==> config.mk <==
export PLATFORM = sky130hd
export DESIGN_NAME = zone_stats
export DESIGN_NICKNAME = d
export VERILOG_FILES = /design/src/rtl/zone_stats_pkg.sv /design/src/rtl/zone_axis_cmp.sv /design/src/rtl/zone_pos_tracker.sv /design/src/rtl/zone_sat_accum.sv /design/src/rtl/zone_peak.sv /design/src/rtl/zone_stats.sv
export SDC_FILE = /design/constraint.sdc
export NUM_CORES = 1
export LEC_CHECK = 0
export BUFFER_PORTS_ARGS = -buffer_cell sky130_fd_sc_hd__buf_2
export CORE_MARGIN = 5
export CORE_UTILIZATION = 58
export DETAILED_ROUTE_END_ITERATION = 12
export GPL_TIMING_DRIVEN = 0
export PLACE_DENSITY = 0.91
export SYNTH_ARGS = -nofsm -noshare
export SYNTH_HDL_FRONTEND = slang
export SYNTH_SLANG_ARGS = --single-unit
==> constraint.sdc <==
create_clock -name clk_i -period 3.06 [get_ports clk_i]
set_input_delay 0.306 -clock clk_i [delete_from_list [all_inputs] [get_ports clk_i]]
set_output_delay 0.306 -clock clk_i [all_outputs]
set_load 0.01 [all_outputs]
==> src/rtl/zone_stats_pkg.sv <==
package zone_stats_pkg;
  localparam int unsigned GRAN_SHIFT = 2;  // zone corners in 4-pixel steps
  localparam int unsigned NUM_SUMS   = 3;  // luma, cr, cb
  localparam int unsigned AX_COL     = 0;
  localparam int unsigned AX_ROW     = 1;
endpackage

==> src/rtl/zone_axis_cmp.sv <==
module zone_axis_cmp #(
  parameter int unsigned POS_W  = 10,
  parameter int unsigned ZONE_W = 8
) (
  input  logic [POS_W-1:0]  pos_i,
  input  logic [ZONE_W-1:0] lo_i,
  input  logic [ZONE_W-1:0] hi_i,
  output logic              hit_o
);
  import zone_stats_pkg::*;
  localparam int unsigned BND_W = ZONE_W + GRAN_SHIFT;

  logic [BND_W-1:0] lo_pix, hi_pix;
  logic [POS_W-1:0] lo_ext, hi_ext;

  always_comb begin
    lo_pix = {lo_i, {GRAN_SHIFT{1'b0}}};
    hi_pix = {hi_i, {GRAN_SHIFT{1'b1}}};
    lo_ext = POS_W'(lo_pix);
    hi_ext = POS_W'(hi_pix);
    hit_o  = (pos_i >= lo_ext) && (pos_i <= hi_ext);
  end
endmodule

==> src/rtl/zone_pos_tracker.sv <==
module zone_pos_tracker #(
  parameter int unsigned POS_W  = 10,
  parameter int unsigned ZONE_W = 8
) (
  input  logic              clk_i,
  input  logic              rst_ni,
  input  logic              pix_valid_i,
  input  logic              hsync_i,
  input  logic              vsync_i,
  input  logic [2*ZONE_W-1:0] zone_start_i,
  input  logic [2*ZONE_W-1:0] zone_end_i,
  output logic              take_o
);
  import zone_stats_pkg::*;

  logic [POS_W-1:0] col_q, row_q;
  logic [POS_W-1:0] pos [2];
  logic [1:0]       hit;
  logic             pix_live;

  assign pix_live = pix_valid_i && !hsync_i && !vsync_i;

  always_ff @(posedge clk_i or negedge rst_ni) begin
    if (!rst_ni) begin
      col_q <= '0;
      row_q <= '0;
    end else if (vsync_i) begin
      col_q <= '0;
      row_q <= '0;
    end else if (hsync_i) begin
      col_q <= '0;
      if (row_q != '1) row_q <= row_q + 1'b1;
    end else if (pix_valid_i && col_q != '1) begin
      col_q <= col_q + 1'b1;
    end
  end

  assign pos[AX_COL] = col_q;
  assign pos[AX_ROW] = row_q;

  for (genvar a = 0; a < 2; a++) begin : g_axis
    zone_axis_cmp #(.POS_W(POS_W), .ZONE_W(ZONE_W)) u_cmp (
      .pos_i (pos[a]),
      .lo_i  (zone_start_i[a*ZONE_W +: ZONE_W]),
      .hi_i  (zone_end_i[a*ZONE_W +: ZONE_W]),
      .hit_o (hit[a])
    );
  end

  assign take_o = pix_live && (&hit);
endmodule

==> src/rtl/zone_sat_accum.sv <==
module zone_sat_accum #(
  parameter int unsigned IN_W  = 8,
  parameter int unsigned SUM_W = 32
) (
  input  logic             clk_i,
  input  logic             rst_ni,
  input  logic             clr_i,
  input  logic             add_i,
  input  logic [IN_W-1:0]  val_i,
  output logic [SUM_W-1:0] sum_o
);
  logic [SUM_W-1:0] sum_q;
  logic [SUM_W:0]   sum_wide;

  assign sum_wide = {1'b0, sum_q} + (SUM_W+1)'(val_i);

  always_ff @(posedge clk_i or negedge rst_ni) begin
    if (!rst_ni)     sum_q <= '0;
    else if (clr_i)  sum_q <= '0;
    else if (add_i)  sum_q <= sum_wide[SUM_W] ? '1 : sum_wide[SUM_W-1:0];
  end

  assign sum_o = sum_q;
endmodule

==> src/rtl/zone_peak.sv <==
module zone_peak #(
  parameter int unsigned W = 8
) (
  input  logic         clk_i,
  input  logic         rst_ni,
  input  logic         clr_i,
  input  logic         upd_i,
  input  logic [W-1:0] val_i,
  output logic [W-1:0] peak_o
);
  logic [W-1:0] peak_q;

  always_ff @(posedge clk_i or negedge rst_ni) begin
    if (!rst_ni)                        peak_q <= '0;
    else if (clr_i)                     peak_q <= '0;
    else if (upd_i && val_i > peak_q)   peak_q <= val_i;
  end

  assign peak_o = peak_q;
endmodule

==> src/rtl/zone_stats.sv <==
module zone_stats #(
  parameter int unsigned PIX_W  = 8,
  parameter int unsigned ZONE_W = 8,
  parameter int unsigned POS_W  = 10,
  parameter int unsigned SUM_W  = 32
) (
  input  logic                clk_i,
  input  logic                rst_ni,
  input  logic                pix_valid_i,
  input  logic                hsync_i,
  input  logic                vsync_i,
  input  logic [PIX_W-1:0]    y_i,
  input  logic [PIX_W-1:0]    cr_i,
  input  logic [PIX_W-1:0]    cb_i,
  input  logic [2*ZONE_W-1:0] zone_start_i,
  input  logic [2*ZONE_W-1:0] zone_end_i,
  output logic [SUM_W-1:0]    luma_sum_o,
  output logic [PIX_W-1:0]    luma_peak_o,
  output logic [SUM_W-1:0]    cr_sum_o,
  output logic [SUM_W-1:0]    cb_sum_o,
  output logic                stats_ready_o
);
  import zone_stats_pkg::*;

  logic                take;
  logic [PIX_W-1:0]    samp [NUM_SUMS];
  logic [SUM_W-1:0]    acc  [NUM_SUMS];
  logic [SUM_W-1:0]    shd_q [NUM_SUMS];
  logic [PIX_W-1:0]    peak_live, peak_shd_q;
  logic                ready_q;

  zone_pos_tracker #(.POS_W(POS_W), .ZONE_W(ZONE_W)) u_pos (
    .clk_i        (clk_i),
    .rst_ni       (rst_ni),
    .pix_valid_i  (pix_valid_i),
    .hsync_i      (hsync_i),
    .vsync_i      (vsync_i),
    .zone_start_i (zone_start_i),
    .zone_end_i   (zone_end_i),
    .take_o       (take)
  );

  assign samp[0] = y_i;
  assign samp[1] = cr_i;
  assign samp[2] = cb_i;

  for (genvar i = 0; i < NUM_SUMS; i++) begin : g_sum
    zone_sat_accum #(.IN_W(PIX_W), .SUM_W(SUM_W)) u_acc (
      .clk_i  (clk_i),
      .rst_ni (rst_ni),
      .clr_i  (vsync_i),
      .add_i  (take),
      .val_i  (samp[i]),
      .sum_o  (acc[i])
    );

    always_ff @(posedge clk_i or negedge rst_ni) begin
      if (!rst_ni)      shd_q[i] <= '0;
      else if (vsync_i) shd_q[i] <= acc[i];
    end
  end

  zone_peak #(.W(PIX_W)) u_peak (
    .clk_i  (clk_i),
    .rst_ni (rst_ni),
    .clr_i  (vsync_i),
    .upd_i  (take),
    .val_i  (y_i),
    .peak_o (peak_live)
  );

  always_ff @(posedge clk_i or negedge rst_ni) begin
    if (!rst_ni) begin
      peak_shd_q <= '0;
      ready_q    <= 1'b0;
    end else begin
      ready_q <= vsync_i;
      if (vsync_i) peak_shd_q <= peak_live;
    end
  end

  assign luma_sum_o    = shd_q[0];
  assign cr_sum_o      = shd_q[1];
  assign cb_sum_o      = shd_q[2];
  assign luma_peak_o   = peak_shd_q;
  assign stats_ready_o = ready_q;
endmodule

## Word level (Yosys, flattened, before mapping)

Index checks and enable logic that the tools add are counted.

- Register bits after elaboration: 229
- Input port bits: 61
- Output and inout port bits: 105
- Logic and storage cells: 56

- $add $sub $neg: 5
- Magnitude comparators: 5
- Eq/ne operators: 2
- Mux-type cells: 17
- Reductions and logical operators: 16

Operators with widths:

| operator | count |
|---|---|
| $mux W32 | 9 |
| $add A32 B8 Y33 | 3 |
| $mux W10 | 6 |
| $add A10 B1 Y10 const B | 2 |
| $ge A10 B10 Y1 | 2 |
| $le A10 B10 Y1 | 2 |
| $ne A10 B10 Y1 const B | 2 |
| $mux W8 | 2 |
| $gt A8 B8 Y1 | 1 |
| $reduce_bool A2 Y1 | 4 |
| $logic_and A1 B1 Y1 | 7 |
| $reduce_and A2 Y1 | 2 |
| $reduce_bool A3 Y1 | 1 |
| $logic_not A1 Y1 | 2 |

## Depth between registers and ports, before layout

Gate-level depths: netlist of the first run.

- Depth in word-level cells: 7
- Mapped depth: 12
- Mapped depth without buffers: 9

## By module

From an unflattened synthesis of the first run, not the netlist that was laid out.

- Cells, all modules: 1182
- Area, all modules: 13050.0 µm²

By module, submodules not included:

| module | instances | cells an instance | area an instance (µm²) | seq. area each (µm²) |
|---|---|---|---|---|
| zone_sat_accum | 3 | 224 | 2118.3 | 800.8 |
| zone_stats | 1 | 221 | 4137.7 | 2627.5 |
| zone_pos_tracker | 1 | 117 | 1099.8 | 500.5 |
| zone_axis_cmp | 2 | 55 | 419.2 | 0.0 |
| zone_peak | 1 | 62 | 619.3 | 200.2 |

## Least setup slack after synthesis of the first run

OpenSTA, ideal clock, no wires.

- Kind: flip-flop to flip-flop
- Start point: reg g_sum[1].u_acc.sum_q[0]
- End point: reg g_sum[1].u_acc.sum_q[25]
- Setup time: 137 ps
- Arrival time: 2523 ps
- Required time: 2923 ps
- Path slack: 400 ps
- Cell stages (with the launch flop): 11
- Path buffers: 2
- Period minus slack after synthesis: 2660 ps
- Cells stage by stage: dfrtp_1 -> ha_1 -> fa_1 -> a21oi_1 -> o22ai_1 -> o211ai_1 -> nor3_2 -> buf_4 -> buf_4 -> o41ai_1 -> o31ai_1

- Word-level cells in the longest chain between the ends: 4

Ends and longest elaborated chain:

| element | line | source |
|---|---|---|
| start: declaration | zone_sat_accum.sv:12 | `logic [SUM_W-1:0] sum_q;` |
| start signal: assignment | zone_sat_accum.sv:20 | `else if (add_i) sum_q <= sum_wide[SUM_W] ? '1 : sum_wide[SUM_W-1:0];` |
| $add A32 B8 Y33 | zone_sat_accum.sv:15 | `assign sum_wide = {1'b0, sum_q} + (SUM_W+1)'(val_i);` |
| $mux W32 (2 in series) | zone_sat_accum.sv:20 |  |
| $mux W32 | zone_sat_accum.sv:19 | `else if (clr_i) sum_q <= '0;` |

No other way between the ends. The select of a mux whose other input is x is not followed.
A chain may end at the register's enable or synchronous reset.

## Final worst setup path of the first run

- Start point: reg u_pos.row_q[7]
- End point: reg g_sum[2].u_acc.sum_q[17]

- Word-level cells in the longest chain between the ends: 5
- Elaborated cells on any way between the ends: 6
- Those cells by class: 2 x order compare; 4 x reduce/logical

Ends and longest elaborated chain:

| element | line | source |
|---|---|---|
| start: declaration | zone_pos_tracker.sv:16 | `logic [POS_W-1:0] col_q, row_q;` |
| start signal: assignment | zone_pos_tracker.sv:32 | `if (row_q != '1) row_q <= row_q + 1'b1;` |
| $ge A10 B10 Y1 / $le A10 B10 Y1 (equally long branches) | zone_axis_cmp.sv:21 | `hit_o = (pos_i >= lo_ext) && (pos_i <= hi_ext);` |
| $logic_and A1 B1 Y1 (*) | zone_axis_cmp.sv:21 |  |
| $reduce_and A2 Y1 (*) | zone_pos_tracker.sv:50 | `assign take_o = pix_live && (&hit);` |
| $logic_and A1 B1 Y1 (*) | zone_pos_tracker.sv:50 |  |
| $reduce_bool A2 Y1 (no source line) (*) | -- |  |
| end signal: assignment | zone_sat_accum.sv:20 |  |
| end: declaration | zone_sat_accum.sv:12 |  |

Every way passes the cells marked *; elsewhere a longest branch is shown, timed or not.

==> impl_metrics.py, run 1 <==
metrics = {
    "outcome": {
        "outcome": "finished, final reports clean",
    },
    "timing": {
        "worst_pin_slew_ps": 944,
        "fmax_ghz": 0.331,
        "final.min_clock_period_ps": 3020,
        "maxSlewHeadroom_pct": 37.1,
        "finalCritPeriodShare_pct": 98.6,
        "grt_setup_unrepaired": "true",
        "finalHoldViolations": 0,
        "clock_skew_ps": 14.4,
        "setup_viol": 0,
        "fin_hold_ws_ps": 66.3,
        "slew_viol_final": 0,
    },
    "worst_setup_path": {
        "end_kind": "register",
        "critPathMaxStageDelay_ps": 470,
        "cp_cell_sequence": "ha_1 -> a211oi_2 -> nor2_1 -> a211o_1 -> a221oi_4 -> and2_1 -> buf_4 -> buf_6 -> buf_6 -> a21oi_1 -> a311oi_2",
        "r2r_slack_ps": 40,
        "reg2reg_to": "g_sum[2].u_acc.sum_o[17]",
        "worstPathMaxFanout": 10,
        "critPathArrivalTime_ps": 3440,
        "critical_path_class": "register to register",
        "reg2reg_from": "u_pos.row_q[7]",
        "startpoint_type": "register",
        "reg2reg_depth": 11,
        "critPathRequiredTime_ps": 3480,
        "crit_path_top_delay_cell": "dfrtp_1",
        "critical_path.most_common_cell": "buf_6",
    },
    "synthesis": {
        "synth.top_cell.area_share_pct": 46.5,
        "synthFlopType": "dfrtp_1",
        "synth_edf_count": 0,
        "synth_nets": 1302,
        "synth.distinct_cells": 70,
        "synth_common_cells": "229 x dfrtp_1, 114 x mux2_2, 77 x nor2_1",
        "synth.most_common_cell": "dfrtp_1",
        "ys_seq_area_share_pct": 46.5,
        "synthCells": 1170,
        "yosys_warnings": 0,
        "ys_async_sr_fraction_pct": 100,
        "synth.top_cells.by_area": "dfrtp_1 47%, mux2_2 10%, ha_1 6.9%",
        "avgSynthCellArea_um2": 10.5,
        "yosys.area.top_type": "dfrtp_1",
        "ys_ff_latch": 229,
        "syn_area_um2": 12300,
    },
    "clocking": {
        "root_buffer": "clkbuf_16",
        "htreeDepth": 1,
        "cts_buffer_depth": 3,
        "cts_buffers": 24,
        "clock_sinks": 229,
        "clkLatencyLatePin_ps": 530,
        "cts_tree": "built",
        "clk_pin_slew_ps": 70,
    },
    "drt": {
        "drtIter0Drc": 1340,
        "vias_per_cell": 6.60,
        "drc": 0,
        "via_count": 10900,
        "drt_wl_total_mm": 35.2,
        "wl_per_cell_um": 21.3,
        "ant_nets": 0,
        "drtPass1Iterations": 6,
    },
    "power": {
        "peakVddDrop_mv": 0.381,
        "power_density_nw_per_um2": 434,
        "power_frac_clock_pct": 46.1,
        "power_frac_comb_pct": 5.5,
        "swShare_pct": 22.7,
        "p_seq_share_pct": 48.5,
        "p_leak_uw": 0.00725,
        "netSwitchingPower_uw": 1420,
        "power.internal_uw": 4850,
    },
    "floorplanning": {
        "core_um2": 21000,
        "die_w_um": 156,
        "fp.dieH_um": 156,
        "io_pins": 166,
        "rows": 53,
        "die-area_um2": 24200,
        "initial_core_util_pct": 58.8,
    },
    "placement": {
        "place_congestion": 0.940,
        "hpwl_mm": 24.3,
        "portBuffers": 165,
        "place_area_um2": 13500,
    },
    "global_route": {
        "met1_usage_pct": 37.3,
        "grt_start_max_net_pins": 122,
        "met3_usage_pct": 5.10,
        "grt_first_pass_wirelength_mm": 55.8,
        "met2_usage_pct": 45.2,
        "grtUsageTotal_pct": 28.2,
        "antenna_found_initial": 0,
        "gr-total-overflow": 0,
        "grt_pass1_vias": 10900,
        "grt_busiest_layer": "met2",
    },
    "cells_and_area": {
        "final_util_pct": 69.0,
        "syn2layout_area_growth_pct": 17.5,
        "n_antenna_cell": 0,
        "drive_gt1_share_pct": 27.7,
        "nNetsFinal": 1500,
        "final_area_um2": 14500,
    },
    "run": {
        "drv_cap": 0,
    },
    "worst_hold_path": {
        "min_to": "u_peak.peak_o[4]",
        "whs_path_depth": 2,
        "hold_start": "y_i[4]",
        "min_path_type": "primary input to register",
    },
}
-- state kept, by name (all words and copies together), names as in the netlist --
register,cells
g_sum.u_acc.sum_o,96
u_peak.peak_o,8
u_pos.col_q,10
luma_sum_o,32
cr_sum_o,32
stats_ready_o,1
u_pos.row_q,10
cb_sum_o,32
luma_peak_o,8
-- cells in the final DEF (no fill, tap or decap), types with 23 or more instances in the layout --
cell type	instances
a311oi_1	23
o21ai_0	47
mux2_2	114
clkbuf_16	25
a21oi_1	70
nor2_1	76
buf_2	171
ha_1	68
nand3_1	42
inv_1	61
nand2_1	64
a31oi_1	29
nor3_1	27
clkbuf_1	30
dfrtp_1	228
-- cells by family after synthesis --
kind of cell,Yosys count,synth area share [%]
AND/OR/NAND/NOR,332,14.3
AO/OA/AOI/OAI,275,14.9
flip-flops,229,46.5
buffers and inverters,117,4.06
multiplexers,115,10.5
adder cells (fa/ha/maj),71,7.40
XOR/XNOR,31,2.21
-- layout make-up --
cell class / instances / area (µm²)
Timing Repair Buffer: 172 / 913
Clock buffer: 34 / 719
Inverter: 62 / 233
Multi-Input combinational cell: 824 / 6170
Sequential cell: 229 / 5730
Tap cell: 275 / 344
Fill cell: 1479 / 6490
Buffer: 55 / 305
Clock inverter: 5 / 52.6
-- power groups by stage --
| stage | Sequential (µW) | Clock [µW] | Combinational [µW] |
|---|---|---|---|
| 2_1_floorplan | 3090 | 0 | 163 |
| 3_3_place_gp | 3090 | 0 | 316 |
| 3_5_place_dp | 3090 | 0 | 334 |
| 4_1_cts | 3040 | 2880 | 340 |
| 5_1_grt | 3040 | 3010 | 379 |
| 6_report | 3040 | 2890 | 344 |
-- routing by layer --
| metal | vias up | part of all wire (%) |
|---|---|---|
| met4 | 0 | 4.8 |
| met2 | 768 | 47 |
| met1 | 5255 | 38 |
| li1 | 4741 | - |
| met5 | - | 0 |
| met3 | 169 | 10 |
-- metrics by stage --
| step | total power [µW] | worst slack, ps | TNS (ps) | std cells |
|---|---|---|---|---|
| 2_1_floorplan | 3260 | 400 | 0 | 1170 |
| 3_3_place_gp | 3410 | -2130 | -494500 | 1610 |
| 3_5_place_dp | 3430 | -387 | -20630 | 1611 |
| 4_1_cts | 6260 | 38.3 | 0 | 1655 |
| 5_1_grt | 6430 | -29.7 | -106 | 1656 |
| 6_report | 6270 | 42.2 | 0 | 1656 |
-- worst max-delay path: cells and delay by family (launching register included) --
family / cells / cell delay (ps)
buf+inv: 3 / 510
fa+ha+maj: 1 / 350
simple gates: 2 / 260
flops: 1 / 470
compound gates: 5 / 1300
-- worst max-delay path by stage --
stage	from	end	slack [ps]
after detailed placement	u_pos.col_q[7]	g_sum[2].u_acc.sum_o[25]	-390
after floorplan	g_sum[1].u_acc.sum_o[0]	g_sum[1].u_acc.sum_o[25]	400
after global placement	rst_ni	u_pos.col_q[2]	-2130
final	u_pos.row_q[7]	g_sum[2].u_acc.sum_o[17]	40
after CTS	u_pos.row_q[3]	g_sum[0].u_acc.sum_o[4]	40
after global routing	u_pos.row_q[3]	g_sum[1].u_acc.sum_o[25]	-30
-- timing repair --
item                       in CTS  in global routing
hold buffers                    2                  0
resized for setup              13                 27
setup endpoints to repair     103                 86
cloned                          0                  0
pin swaps                       2                  3
setup buffers                   3                  1
hold endpoints to repair      109                  0
No activity file was read; power rests on OpenSTA's default activity.
==> run 2, diff against run 1 <==
--- a/config.mk
+++ b/config.mk
@@ -8,9 +8,11 @@
 export BUFFER_PORTS_ARGS = -buffer_cell sky130_fd_sc_hd__buf_2
 export CORE_MARGIN = 5
 export CORE_UTILIZATION = 58
+export CTS_CLUSTER_DIAMETER = 50
 export DETAILED_ROUTE_END_ITERATION = 12
 export GPL_TIMING_DRIVEN = 0
-export PLACE_DENSITY = 0.91
+export PLACE_DENSITY = 0.84
+export SETUP_SLACK_MARGIN = 0.15
 export SYNTH_ARGS = -nofsm -noshare
 export SYNTH_HDL_FRONTEND = slang
 export SYNTH_SLANG_ARGS = --single-unit
==> impl_metrics.py, run 2 (synthesis gave the netlist of run 1 again) <==
metrics = {
    "worst_setup_path": {
        "critPathArrivalTime_ps": 3300,
        "reg2reg_depth": 12,
        "worstPathMaxFanout": 10,
        "critPathMaxStageDelay_ps": 430,
        "startpoint_type": "register",
        "critical_path_class": "register to register",
        "critPathRequiredTime_ps": 3510,
        "cp_cell_sequence": "buf_4 -> ha_1 -> o2111ai_2 -> a21oi_2 -> o2111ai_2 -> a221oi_4 -> and2_1 -> buf_6 -> buf_4 -> buf_6 -> o21ai_0 -> a21oi_1",
        "crit_path_top_delay_cell": "dfrtp_2",
        "end_kind": "register",
    },
    "clocking": {
        "clkLatencyLatePin_ps": 550,
        "cts_tree": "built",
        "clock_sinks": 229,
        "cts_buffers": 29,
        "cts_buffer_depth": 3,
        "clk_pin_slew_ps": 60,
        "htreeDepth": 1,
        "root_buffer": "clkbuf_16",
    },
    "timing": {
        "finalCritPeriodShare_pct": 93.1,
        "slew_viol_final": 0,
        "clock_skew_ps": 32.8,
        "maxSlewHeadroom_pct": 31.2,
        "setup_viol": 0,
        "final.min_clock_period_ps": 2850,
        "grt_setup_unrepaired": "true",
        "fin_hold_ws_ps": 48.7,
        "worst_pin_slew_ps": 1030,
        "fmax_ghz": 0.351,
        "timing.final.ws_setup_ps": 211,
        "finalSetupTns_ps": 0,
        "finalHoldViolations": 0,
    },
    "worst_hold_path": {
        "whs_path_depth": 2,
        "min_path_type": "primary input to register",
    },
    "floorplanning": {
        "die_w_um": 156,
        "fp.dieH_um": 156,
        "die-area_um2": 24200,
        "initial_core_util_pct": 58.8,
        "rows": 53,
        "io_pins": 166,
        "core_um2": 21000,
    },
    "drt": {
        "drtIter0Drc": 1193,
        "dr_wl_met2_mm": 16.1,
        "drt_wl_total_mm": 34.3,
        "wl_per_cell_um": 20.4,
        "highest_layer": "met4",
        "drc": 0,
        "vias_per_cell": 6.34,
        "via_count": 10600,
        "ant_nets": 0,
        "drtPass1Iterations": 6,
        "route.met3.wl_mm": 3.13,
        "routedLengthMet1_mm": 13.7,
    },
    "power": {
        "p_leak_uw": 0.00747,
        "peakVddDrop_mv": 0.345,
        "power_density_nw_per_um2": 458,
    },
    "global_route": {
        "antenna_found_initial": 0,
        "grtUsageTotal_pct": 27.0,
        "gr-total-overflow": 0,
        "grt_first_pass_wirelength_mm": 53.5,
        "grt_start_max_net_pins": 121,
        "grt_pass1_vias": 10400,
    },
    "cells_and_area": {
        "fillCellCount": 1501,
        "final_common_cell": "dfrtp_1",
        "layout_common_cells": "226 x dfrtp_1, 168 x buf_2, 114 x mux2_2",
        "drive_gt1_share_pct": 30.1,
        "largest_register_ffs": 96,
        "syn2layout_area_growth_pct": 21.3,
        "final_area_um2": 14900,
        "n_antenna_cell": 0,
        "nNetsFinal": 1516,
    },
    "placement": {
        "place_area_um2": 13500,
        "pre_cts_slack_ps": -346,
        "portBuffers": 165,
        "place_congestion": 0.938,
        "hpwl_mm": 23.4,
    },
    "outcome": {
        "outcome": "finished, final reports clean",
    },
    "run": {
        "drv_cap": 0,
    },
}
[run 2: per-layer routing]
layer | track usage, % | vias up
met4 | 10.6 | 0
met2 | 43.8 | 581
li1 | - | 4785
met3 | 5.02 | 138
met1 | 36.4 | 5143
met5 | 0 | -
[run 2: path summary, 6_finish.rpt]
kind | from | endpoint | slack, ps
min in group asynchronous | rst_ni | luma_peak_o[2] | 450
hold / removal | y_i[4] | u_peak.peak_o[4] | 50
setup / recovery | u_pos.row_q[3] | g_sum[2].u_acc.sum_o[11] | 210
hold reg to reg | cb_sum_o[21] | cb_sum_o[21] | 500
max in group asynchronous | rst_ni | u_pos.row_q[8] | 1490
setup reg to reg | u_pos.row_q[3] | g_sum[2].u_acc.sum_o[11] | 210
[run 2: layout make-up]
| type | instances | area, µm² | area share, % |
|---|---|---|---|
| plain buffers | 55 | 348 | 2.33 |
| clock buffers | 39 | 813 | 5.45 |
| clock inverters | 12 | 164 | 1.10 |
| inverters | 62 | 233 | 1.56 |
| multi-input cells | 824 | 6260 | 42.0 |
| flip-flops and latches | 229 | 5730 | 38.4 |
| well taps | 275 | 344 | 2.30 |
| repair buffers | 183 | 1030 | 6.91 |
[run 2: what timing repair did]
| action | in CTS | in global routing |
|---|---|---|
| setup endpoints to repair | 103 | 92 |
| endpoints found under the hold margin | 120 | 0 |
| hold buffers | 2 | 0 |
| gates resized for setup | 25 | 53 |
| pin swaps | 4 | 10 |
| buffers inserted | 3 | 10 |
| cloned | 0 | 2 |
[run 2: report_power, final]
group	internal, µW	switching (µW)
clock	2120	1330
sequential	3040	5.34
combinational	116	231
total	5280	1570
[run 2: stage by stage]
step,util (%),power (µW),cells
after floorplan,-,3260,1170
after global placement,64.3,3410,1610
after detailed placement,64.5,3430,1611
after CTS,69.8,6860,1667
after global routing,71.3,7060,1679
final,71.3,6840,1679
[run 2: worst max-delay path, delay by kind of cell (launching register included)]
kind | cells | cell delay, ps
compound gates | 6 | 1090
fa+ha+maj | 1 | 280
buf+inv | 4 | 740
flops | 1 | 430
simple gates | 1 | 220
